### src/rtl/ptw_pkg.sv
package ptw_pkg;

    localparam int VA_W     = 32;
    localparam int PA_W     = 36;
    localparam int PTE_W    = 32;
    localparam int LEVELS   = 3;
    localparam int LVL_W    = 2;
    localparam int FC_W     = 10;
    localparam int ROM_OFF_W = 19;
    localparam int PG_SH    = 12;
    localparam int VPN_W    = VA_W - PG_SH;
    localparam int PPN_W    = PTE_W - 8;
    localparam int PTR_W    = PTE_W - 2;
    localparam int REF_BIT  = 5;
    localparam int MOD_BIT  = 6;

    typedef enum logic [1:0] {
        ENT_INVALID = 2'd0,
        ENT_DIR     = 2'd1,
        ENT_LEAF    = 2'd2,
        ENT_RSVD    = 2'd3
    } ent_kind_e;

    typedef enum logic [1:0] {
        PG_4K   = 2'd0,
        PG_256K = 2'd1,
        PG_16M  = 2'd2
    } pg_size_e;

    typedef enum logic [1:0] {
        ST_IDLE,
        ST_READ,
        ST_CHECK,
        ST_WRITE
    } walk_st_e;

    typedef enum logic [1:0] {
        ACT_DESCEND,
        ACT_LEAF,
        ACT_INVALID,
        ACT_XLERR
    } step_act_e;

    localparam logic [2:0] FT_INVALID = 3'd1;
    localparam logic [2:0] FT_XLERR   = 3'd4;

    typedef struct packed {
        logic              ok;
        logic [PA_W-1:0]   paddr;
        pg_size_e          size;
        logic [PTE_W-1:0]  pte;
        logic [2:0]        rights;
        logic [FC_W-1:0]   fault;
    } xl_result_t;

    function automatic logic [FC_W-1:0] make_fault(input logic [LVL_W-1:0] lvl,
                                                   input logic [2:0] ftype);
        return {lvl, 3'b000, ftype, 2'b00};
    endfunction

    function automatic logic [PA_W-1:0] dir_base(input logic [PTR_W-1:0] ptr);
        return {ptr, 6'b000000};
    endfunction

    function automatic logic [PA_W-1:0] page_base(input logic [PPN_W-1:0] ppn);
        return {ppn, {PG_SH{1'b0}}};
    endfunction

endpackage

### src/rtl/ptw_step_class.sv
module ptw_step_class
    import ptw_pkg::*;
(
    input  logic [1:0]       kind_bits,
    input  logic [LVL_W-1:0] lvl,
    input  logic             bus_err,
    output step_act_e        act
);
    localparam logic [LVL_W-1:0] LAST_LVL = LVL_W'(LEVELS);

    always_comb begin
        if (bus_err) begin
            act = ACT_XLERR;
        end else begin
            unique case (ent_kind_e'(kind_bits))
                ENT_INVALID: act = ACT_INVALID;
                ENT_RSVD:    act = ACT_XLERR;
                ENT_LEAF:    act = (lvl == '0) ? ACT_XLERR : ACT_LEAF;
                ENT_DIR:     act = (lvl == LAST_LVL) ? ACT_XLERR : ACT_DESCEND;
                default:     act = ACT_XLERR;
            endcase
        end
    end

    // a directory may never lead below the last level
    always_comb begin
        if (!bus_err && lvl == LAST_LVL)
            AST_NO_DEEPER: assert (act != ACT_DESCEND);
    end

endmodule

### src/rtl/ptw_addr_unit.sv
module ptw_addr_unit
    import ptw_pkg::*;
#(
    parameter int CTX_W = 8
) (
    input  logic [31:0]       ctp,
    input  logic [CTX_W-1:0]  ctx,
    input  logic [PTR_W-1:0]  dir_ptr,
    input  logic [PPN_W-1:0]  leaf_ppn,
    input  logic [VPN_W-1:0]  vpn,
    input  logic [LVL_W-1:0]  lvl,
    output logic [PA_W-1:0]   first_addr,
    output logic [PA_W-1:0]   next_addr,
    output logic [PA_W-1:0]   leaf_paddr,
    output pg_size_e          leaf_size
);
    localparam int IDX_W = 10;
    localparam int OFF_W = 24;

    logic [IDX_W-1:0] idx;
    logic [OFF_W-1:0] off;

    assign first_addr = {ctp, 4'b0000} + PA_W'({ctx, 2'b00});

    // index into the table one level below lvl
    always_comb begin
        unique case (lvl)
            2'd0:    idx = {vpn[19:12], 2'b00};
            2'd1:    idx = {2'b00, vpn[11:6], 2'b00};
            2'd2:    idx = {2'b00, vpn[5:0], 2'b00};
            default: idx = '0;
        endcase
    end

    assign next_addr = dir_base(dir_ptr) + PA_W'(idx);

    // offset carried through from the virtual address
    always_comb begin
        unique case (lvl)
            2'd1: begin
                off       = {vpn[11:0], 12'h000};
                leaf_size = PG_16M;
            end
            2'd2: begin
                off       = {6'b000000, vpn[5:0], 12'h000};
                leaf_size = PG_256K;
            end
            default: begin
                off       = '0;
                leaf_size = PG_4K;
            end
        endcase
    end

    assign leaf_paddr = page_base(leaf_ppn) + PA_W'(off);

endmodule

### src/rtl/ptw_bypass.sv
module ptw_bypass
    import ptw_pkg::*;
(
    input  logic [VA_W-1:0] vaddr,
    input  logic            fetch,
    input  logic            boot,
    input  logic [PA_W-1:0] rom_base,
    output logic [PA_W-1:0] paddr,
    output logic [2:0]      rights
);
    always_comb begin
        if (fetch && boot) begin
            paddr  = rom_base | PA_W'(vaddr[ROM_OFF_W-1:0]);
            rights = 3'b101;
        end else begin
            paddr  = PA_W'(vaddr);
            rights = 3'b111;
        end
    end
endmodule

### src/rtl/ptw_walker.sv
module ptw_walker
    import ptw_pkg::*;
#(
    parameter int CTX_W = 8
) (
    input  logic              clk,
    input  logic              rst,
    input  logic              req_valid,
    input  logic [31:0]       req_vaddr,
    input  logic              req_store,
    input  logic              req_fetch,
    input  logic              req_user,
    input  logic              cfg_bypass,
    input  logic              cfg_boot,
    input  logic [35:0]       cfg_prom_base,
    input  logic [31:0]       cfg_ctp,
    input  logic [CTX_W-1:0]  cfg_ctx,
    output logic              mem_req,
    output logic              mem_we,
    output logic [35:0]       mem_addr,
    output logic [31:0]       mem_wdata,
    input  logic              mem_rsp_valid,
    input  logic [31:0]       mem_rdata,
    input  logic              mem_err,
    output logic              chk_valid,
    output logic [2:0]        chk_acc,
    output logic              chk_store,
    output logic              chk_fetch,
    output logic              chk_user,
    input  logic [2:0]        chk_fault,
    input  logic [2:0]        chk_rights,
    output logic              busy,
    output logic              done,
    output logic              xl_ok,
    output logic [35:0]       xl_paddr,
    output logic [1:0]        xl_size,
    output logic [31:0]       xl_pte,
    output logic [2:0]        xl_rights,
    output logic [9:0]        xl_fault
);

    walk_st_e          st_q, st_n;
    logic [LVL_W-1:0]  lvl_q, lvl_n;
    logic [PA_W-1:0]   addr_q, addr_n;
    logic [PTE_W-1:0]  ent_q, ent_n;
    logic [VPN_W-1:0]  vpn_q;
    logic              store_q, fetch_q, user_q;
    logic [2:0]        rights_q, rights_n;
    logic              done_q;
    xl_result_t        res_q;

    logic              fin, fin_ok;
    logic [2:0]        fin_type;
    logic              need_wb;
    logic [PTE_W-1:0]  marked;

    step_act_e         act;
    logic [PA_W-1:0]   first_addr, next_addr, leaf_paddr;
    pg_size_e          leaf_size;
    logic [PA_W-1:0]   byp_paddr;
    logic [2:0]        byp_rights;

    ptw_step_class u_class (
        .kind_bits (mem_rdata[1:0]),
        .lvl       (lvl_q),
        .bus_err   (mem_err),
        .act       (act)
    );

    ptw_addr_unit #(.CTX_W(CTX_W)) u_addr (
        .ctp        (cfg_ctp),
        .ctx        (cfg_ctx),
        .dir_ptr    (mem_rdata[PTE_W-1:2]),
        .leaf_ppn   (ent_q[PTE_W-1:8]),
        .vpn        (vpn_q),
        .lvl        (lvl_q),
        .first_addr (first_addr),
        .next_addr  (next_addr),
        .leaf_paddr (leaf_paddr),
        .leaf_size  (leaf_size)
    );

    ptw_bypass u_byp (
        .vaddr    (req_vaddr),
        .fetch    (req_fetch),
        .boot     (cfg_boot),
        .rom_base (cfg_prom_base),
        .paddr    (byp_paddr),
        .rights   (byp_rights)
    );

    // write-back is needed for an unreferenced leaf or a store to a clean page
    assign need_wb = !ent_q[REF_BIT] || (store_q && !ent_q[MOD_BIT]);
    always_comb begin
        marked = ent_q;
        marked[REF_BIT] = 1'b1;
        if (store_q) marked[MOD_BIT] = 1'b1;
    end

    always_comb begin
        st_n     = st_q;
        lvl_n    = lvl_q;
        addr_n   = addr_q;
        ent_n    = ent_q;
        rights_n = rights_q;
        fin      = 1'b0;
        fin_ok   = 1'b0;
        fin_type = 3'd0;
        unique case (st_q)
            ST_IDLE: begin
                if (req_valid && !cfg_bypass) begin
                    st_n   = ST_READ;
                    addr_n = first_addr;
                    lvl_n  = '0;
                end
            end
            ST_READ: begin
                if (mem_rsp_valid) begin
                    ent_n = mem_rdata;
                    unique case (act)
                        ACT_DESCEND: begin
                            addr_n = next_addr;
                            lvl_n  = lvl_q + 1'b1;
                        end
                        ACT_LEAF: st_n = ST_CHECK;
                        ACT_INVALID: begin
                            fin      = 1'b1;
                            fin_type = FT_INVALID;
                            st_n     = ST_IDLE;
                        end
                        default: begin
                            fin      = 1'b1;
                            fin_type = FT_XLERR;
                            st_n     = ST_IDLE;
                        end
                    endcase
                end
            end
            ST_CHECK: begin
                if (chk_fault != 3'd0) begin
                    fin      = 1'b1;
                    fin_type = chk_fault;
                    st_n     = ST_IDLE;
                end else begin
                    rights_n = chk_rights;
                    if (need_wb) begin
                        ent_n = marked;
                        st_n  = ST_WRITE;
                    end else begin
                        fin    = 1'b1;
                        fin_ok = 1'b1;
                        st_n   = ST_IDLE;
                    end
                end
            end
            ST_WRITE: begin
                if (mem_rsp_valid) begin
                    fin  = 1'b1;
                    st_n = ST_IDLE;
                    if (mem_err) fin_type = FT_XLERR;
                    else         fin_ok   = 1'b1;
                end
            end
            default: st_n = ST_IDLE;
        endcase
    end

    always_ff @(posedge clk) begin
        if (rst) begin
            st_q     <= ST_IDLE;
            lvl_q    <= '0;
            addr_q   <= '0;
            ent_q    <= '0;
            vpn_q    <= '0;
            store_q  <= 1'b0;
            fetch_q  <= 1'b0;
            user_q   <= 1'b0;
            rights_q <= '0;
            done_q   <= 1'b0;
            res_q    <= '0;
        end else begin
            st_q     <= st_n;
            lvl_q    <= lvl_n;
            addr_q   <= addr_n;
            ent_q    <= ent_n;
            rights_q <= rights_n;
            done_q   <= 1'b0;
            if (st_q == ST_IDLE && req_valid) begin
                vpn_q   <= req_vaddr[VA_W-1:PG_SH];
                store_q <= req_store;
                fetch_q <= req_fetch;
                user_q  <= req_user;
                if (cfg_bypass) begin
                    done_q       <= 1'b1;
                    res_q.ok     <= 1'b1;
                    res_q.paddr  <= byp_paddr;
                    res_q.size   <= PG_4K;
                    res_q.pte    <= '0;
                    res_q.rights <= byp_rights;
                    res_q.fault  <= '0;
                end
            end else if (fin) begin
                done_q       <= 1'b1;
                res_q.ok     <= fin_ok;
                res_q.paddr  <= fin_ok ? leaf_paddr : '0;
                res_q.size   <= fin_ok ? leaf_size : PG_4K;
                res_q.pte    <= ent_n;
                res_q.rights <= fin_ok ? rights_n : 3'd0;
                res_q.fault  <= fin_ok ? '0 : make_fault(lvl_q, fin_type);
            end
        end
    end

    assign mem_req   = (st_q == ST_READ) || (st_q == ST_WRITE);
    assign mem_we    = (st_q == ST_WRITE);
    assign mem_addr  = addr_q;
    assign mem_wdata = ent_q;

    assign chk_valid = (st_q == ST_CHECK);
    assign chk_acc   = ent_q[4:2];
    assign chk_store = store_q;
    assign chk_fetch = fetch_q;
    assign chk_user  = user_q;

    assign busy      = (st_q != ST_IDLE);
    assign done      = done_q;
    assign xl_ok     = res_q.ok;
    assign xl_paddr  = res_q.paddr;
    assign xl_size   = res_q.size;
    assign xl_pte    = res_q.pte;
    assign xl_rights = res_q.rights;
    assign xl_fault  = res_q.fault;

    AST_DONE_IDLE: assert property (@(posedge clk) disable iff (rst)
        done |-> !busy);
    AST_DONE_ONE_OUTCOME: assert property (@(posedge clk) disable iff (rst)
        done |-> (xl_ok != (xl_fault != '0)));
    AST_FAULT_FORMAT: assert property (@(posedge clk) disable iff (rst)
        (done && !xl_ok) |-> (xl_fault[1:0] == 2'b00 && xl_fault[7:5] == 3'b000));
    AST_REQ_HOLD: assert property (@(posedge clk) disable iff (rst)
        (mem_req && !mem_rsp_valid) |=> (mem_req && $stable(mem_addr) && $stable(mem_we)));
    AST_IDLE_QUIET: assert property (@(posedge clk) disable iff (rst)
        !busy |-> !mem_req);
    AST_WB_SAME_ADDR: assert property (@(posedge clk) disable iff (rst)
        $rose(mem_req && mem_we) |-> $stable(mem_addr));
    AST_WB_MARKED: assert property (@(posedge clk) disable iff (rst)
        (mem_req && mem_we) |-> mem_wdata[REF_BIT]);

endmodule

### config.mk
export PLATFORM = sky130hd
export DESIGN_NAME = ptw_walker
export DESIGN_NICKNAME = d
export VERILOG_FILES = /design/src/rtl/ptw_pkg.sv /design/src/rtl/ptw_step_class.sv /design/src/rtl/ptw_addr_unit.sv /design/src/rtl/ptw_bypass.sv /design/src/rtl/ptw_walker.sv
export SDC_FILE = /design/constraint.sdc
export NUM_CORES = 1
export LEC_CHECK = 0
export CAP_MARGIN = 20
export CORE_ASPECT_RATIO = 0.75
export CORE_MARGIN = 10
export CORE_UTILIZATION = 35
export DETAILED_ROUTE_END_ITERATION = 7
export DONT_BUFFER_PORTS = 1
export GPL_TIMING_DRIVEN = 0
export PLACE_DENSITY = 0.48
export SLEW_MARGIN = 20
export SYNTH_ARGS = -nofsm -noshare
export SYNTH_HDL_FRONTEND = slang
export SYNTH_HIERARCHICAL = 1
export SYNTH_SLANG_ARGS = --single-unit
### constraint.sdc
create_clock -name clk -period 8 [get_ports clk]
set_input_delay 0.4 -clock clk [delete_from_list [all_inputs] [get_ports clk]]
set_output_delay 0.4 -clock clk [all_outputs]
set_load 0.05 [all_outputs]
* Yosys cells after proc, flatten, opt, wreduce, memory -nomap -nowiden *
Cells that the tools add are included.

word-level totals
  bits in registers = 183
  output and inout bits = 163
  logic and storage cells = 116
  bits of input ports = 156

cells by class
  equal/unequal tests = 17
  add/sub/neg operators = 4
  mux-type cells = 57
  bitwise logic cells = 1
  reductions and logical operators = 21

operators with widths
  kind                count
  $mux 84             3
  $mux 36             5
  $add 36x10->36      2
  $pmux 36 s2         1
  $pmux 32 s2         1
  $pmux 24 s2         1
  $add 36x24->36      1
  $or 36x19->36       1
  $mux 32             1
  $pmux 10 s3         1
  $mux 2              13
  $mux 3              7
  $pmux 2 s4          2
  $eq 2x2->1 const B  7
  $mux 7              2
  $mux 1              12
  $pmux 2 s2          3
  $mux 10             1
  $pmux 3 s3          1
  $eq 2x1->1 const B  4
  $logic_not 2->1     4
  $ne 2x2->1 const B  4
  $reduce_and 4->1    2
  $pmux 3 s2          1
  11 further kinds    20

* Depth between registers and ports, before layout *
  depth after elaboration = 12
  mapped depth = 16
  mapped depth without buffers = 16

* Cells and area by module *
Netlist, hierarchy kept.

modules (own cells, without submodules)
  module          cells an instance  seq. area each (um^2)  area each (um^2)  times used
  ptw_walker      828                3,563.4                7,362.1           1
  ptw_addr_unit   360                0.0                    2,587.5           1
  ptw_bypass      44                 0.0                    420.4             1
  ptw_step_class  5                  0.0                    38.8              1

* Least setup slack after synthesis *
OpenSTA, ideal clock, no wires.

  kind = reg2reg
  start = register lvl_q[0]
  end = register res_q (netlist bit xl_paddr[28])
  data required time = 7,909 ps
  library setup time = 91 ps
  clock period less this slack = 3,322 ps
  setup slack = 4,678 ps
  buffers on the path = 0
  cell stages (with the launch flop) = 15
  arrival = 3,231 ps
  cells stage by stage = dfxtp_1 > inv_1 > ha_1 > o21a_1 > and2_1 > ha_1 > fa_1 > a211o_1 > a21oi_2 > o21ai_2 > and2_4 > a221o_1 > xor2_1 > nand3_1 > a311oi_1

between the ends
  elaborated cells between the ends (all ways) = 21
  classes of those cells = 1 x add/sub; 4 x eq/ne; 11 x mux; 5 x reduce/logical

RTL lines
  what                                             line                 text
  start, declared                                  ptw_walker.sv:43     logic [LVL_W-1:0] lvl_q, lvl_n;
  start signal, assigned                           ptw_walker.sv:183    lvl_q <= lvl_n;
  $eq 2x2->1 / $eq 2x1->1 (equally long branches)  ptw_addr_unit.sv:39  unique case (lvl)
  $pmux 24 s2 *                                    ptw_addr_unit.sv:39
  $add 36x24->36 *                                 ptw_addr_unit.sv:55  assign leaf_paddr = page_base(leaf_ppn) + PA_W'(off);
  via leaf_paddr[28]                               ptw_walker.sv:58     logic [PA_W-1:0] first_addr, next_addr, leaf_paddr;
  $mux 36 *                                        ptw_walker.sv:205    res_q.paddr <= fin_ok ? leaf_paddr : '0;
  $mux 84 *                                        ptw_walker.sv:202    end else if (fin) begin
  $mux 84 *                                        ptw_walker.sv:188    if (st_q == ST_IDLE && req_valid) begin
  end, declared                                    ptw_walker.sv:50     xl_result_t res_q;

Mark *: on every way through the listed nets, which the timed path passes. The rest lies on a longest branch. The select of a mux whose other input is x is not followed.
A chain may end at the register's enable or synchronous reset.

* Worst setup path after layout *
  start = register lvl_q[0]
  end = register addr_q[28], in the netlist mem_addr[28]

between the ends
  elaborated cells between the ends (all ways) = 16
  classes of those cells = 1 x add/sub; 4 x eq/ne; 8 x mux; 3 x reduce/logical

RTL lines
  what                                      line                 text
  $eq 2x2->1, or another cell as far along  ptw_addr_unit.sv:27  unique case (lvl)
  $pmux 10 s3 *                             ptw_addr_unit.sv:27
  $add 36x10->36 *                          ptw_addr_unit.sv:35  assign next_addr = dir_base(dir_ptr) + PA_W'(idx);
  via next_addr[28]                         ptw_walker.sv:58
  $mux 36 *                                 ptw_walker.sv:120    unique case (act)
  $mux 36 *                                 ptw_walker.sv:118    if (mem_rsp_valid) begin
  $pmux 36 s2 *                             ptw_walker.sv:109    unique case (st_q)
  end signal, assigned                      ptw_walker.sv:184    addr_q <= addr_n;
  end, declared                             ptw_walker.sv:44     logic [PA_W-1:0] addr_q, addr_n;

Marks and branches as above.

==> metrics.yaml <==
clocking:
  hold_buffers: 0
  cts_buffers: 17
  cts_tree: "built"
  postCtsSetupBuffers: 0
  clk_latency_ns: 0.44
  htreeDepth: 4
  clock_sinks: 178
  cts-resized-gates: 0
  clock-root-buffer: "clkbuf_16"
  path_clk_slew_ns: 0.08
  clockBufferDepth: 2
outcome:
  outcome: "completed"
synthesis:
  synthFlopType: "dfxtp_1"
  synth_seq_area_share_pct: 34.2
  syn-cell-area_mm2: 0.0104
  ys_types: 77
  synthesis.instances: 1237
  synth_top_area_share_pct: 34.2
  async_flop_share_pct: 0
  synth-edff-count: 0
  synth_warnings: 6
  syn_avg_cell_area_um2: 8.41
  synth_top_area_cell: "dfxtp_1"
  ys_top_cells_by_area: "dfxtp_1 34%, a211oi_1 5.7%, nand2_1 5.7%, xnor2_1 4.9%, a21oi_1 3.9%"
  synth_seq_cells: 178
layout:
  drive_gt1_share_pct: 8.00
  post-route-util_pct: 39.5
  area_growth_syn_to_layout_pct: 10.7
  n_fill_cell: 3050
  nets: 1467
  layout_common_cells: "178 x dfxtp_1, 158 x nand2_1, 82 x a21oi_1"
  layout_commonest_cell: "dfxtp_1"
  fin_cells: 1682
routing:
  vias: 9312
  wl_per_cell_um: 24.4
  final_antenna_net_count: 0
  drt_iter0_markers: 741
  drt_first_pass_iters: 7
  drcViolationCount: 0
  routed_wl_um: 41100
  viasPerCell: 5.54
critical_path:
  crit_path_end_kind: "flip-flop"
  crit_type: "reg -> reg"
  start_kind: "flip-flop"
  critical_path_required_ns: 8.35
  path_max_fanout: 12
  worstPathArrival_ns: 4.55
placement:
  dp.cells: 1649
  place_congestion: 0.870
  io_buffer_count: 0
  place_hpwl_um: 33500
timing:
  maxSlewViolCount: 0
  finalCriticalPeriod_ns: 4.20
  setup_violations: 0
  fmax_mhz: 238
  rsz0062_at_grt: "false"
  clock_skew_ns: 0.0113
  relSlewSlack_pct: 31.3
  worst_slew_pin_slew_ns: 1.02
  hold_violations: 0
  post-route-period-util_pct: 52.5
  finalSetupTns_ns: 0
power_and_ir_drop:
  power_density_mw_per_mm2: 216
  ir_worst_vdd_v: 0.000133
  p_leak_nw: 4.25
floorplan:
  die_w_um: 219
  die_h_um: 169
  coreArea_mm2: 0.0292
  initial_core_util_pct: 35.7
  io_pins: 319
  rows: 54
  die-area_mm2: 0.0371
hold_path:
  hold_class: "in -> reg"
grt:
  grt.overflow.total: 0
  grt_pass1_vias: 9182
  antenna_found_initial: 0
  grt_pass1_wl_um: 60300
  grt_use_total_pct: 21.5
  grt_max_degree: 17
flow_run:
  maxCapViolCount: 0
-- metal layers --
layer | wire length (um) | share of wire, % | GRT usage [%] | up-vias
li1 | - | - | - | 4527
met1 | 18800 | 46 | 29.0 | 4478
met2 | 17800 | 43 | 32.0 | 285
met3 | 4080 | 9.9 | 8.48 | 22
met4 | 325 | 0.79 | 3.71 | 0
met5 | 0 | 0 | 0 | -
-- Yosys cell counts (4+ instances only) --
cell,count
a211o_1,5
a211oi_1,79
a21o_1,25
a21oi_1,82
a221oi_1,6
a22o_1,32
a311oi_1,39
and2_1,16
and3_1,17
and4_1,7
buf_1,11
buf_2,6
buf_4,29
clkbuf_1,65
dfxtp_1,178
ha_1,32
inv_1,26
mux2_2,4
mux2_4,9
mux2i_1,39
nand2_1,158
nand2b_1,10
nand3_1,66
nand3b_1,4
nand4_1,16
nor2_1,65
nor2b_1,9
nor3_1,5
o211ai_1,4
o21a_1,7
o21ai_0,39
o21ai_1,5
xnor2_1,58
xor2_1,19
-- power by group --
group | internal, mW | switching (mW) | leakage, nW
clock | 0.415 | 0.382 | 0.259
combinational | 0.163 | 0.289 | 2.54
sequential | 0.958 | 0.282 | 1.45
-- final timing paths --
path / from / end / slack (ns) / cells past startpoint
worst max-delay path: lvl_q[0]$_SDFFE_PP0P_ / mem_addr[28]$_SDFFE_PP0P_ / 3.80 / 15
worst min-delay path: req_vaddr[14] / vpn_q[2]$_SDFFE_PP0P_ / 0.08 / 2
worst max register to register: lvl_q[0]$_SDFFE_PP0P_ / mem_addr[28]$_SDFFE_PP0P_ / 3.80 / 15
worst min register to register: vpn_q[9]$_SDFFE_PP0P_ / vpn_q[9]$_SDFFE_PP0P_ / 0.46 / 2
-- per-stage QoR --
| stage | hold WS [ns] | worst slack [ns] | total power, mW | instance area, um^2 |
|---|---|---|---|---|
| 6_report | 0.0833 | 3.80 | 2.49 | 11500 |
| 5_1_grt | 0.0823 | 3.42 | 2.61 | 11500 |
| 3_5_place_dp | 0.443 | 3.78 | 1.72 | 11000 |
| 3_3_place_gp | 0.441 | 3.82 | 1.71 | 11000 |
| 4_1_cts | 0.0685 | 3.79 | 2.51 | 11500 |
| 2_1_floorplan | 0.432 | 4.68 | 1.56 | 10500 |
-- registers in the layout (all words and copies together), names as in the netlist --
name and count:
xl_pte 32, done 1, vpn_q 20, lvl_q 2, xl_paddr 36, xl_ok 1
chk_user 1, xl_size 2, mem_wdata 32, st_q 2, mem_addr 36, chk_store 1
xl_rights 3, xl_fault 5, chk_fetch 1, rights_q 3
-- cell type report --
cell class              count  area, um^2  share of cell area [%]
well taps                 392         490                    4.26
flip-flops and latches    178        3560                    30.9
clock inverters            11        81.3                   0.706
inverters                  27         104                   0.902
clock buffers              20         457                    3.97
multi-input cells         939        6250                    54.3
diodes                      2        5.00                  0.0435
plain buffers             113         564                    4.90
-- cells by family (layout without fill, tap and decap cells) --
family | after synthesis | count (layout) | share of synthesized area (%)
AOI/OAI and AO/OA | 360 | 360 | 24.8
xor gates and xnor gates | 77 | 77 | 6.48
adders and majority gates | 35 | 35 | 4.42
buffers and inverters | 140 | 171 | 6.42
DFF | 178 | 178 | 34.2
muxes | 52 | 52 | 5.48
other | 3 | 25 | 0.108
and+or+nand+nor | 392 | 392 | 18.1
-- worst max-delay path: stages, from the launching register on --
cell and delay (ns):
dfxtp_1 0.62, ha_1 0.42, and2_1 0.27, a221oi_1 0.08, nor2_1 0.30, ha_1 0.24, inv_1 0.05, fa_1 0.39
nor2b_1 0.18, o31a_1 0.37, nand2_1 0.21, nor2_2 0.29, nand3_1 0.14, xnor2_1 0.18, mux2i_1 0.10, a211oi_1 0.25
Power figures use the tool's default switching activity.
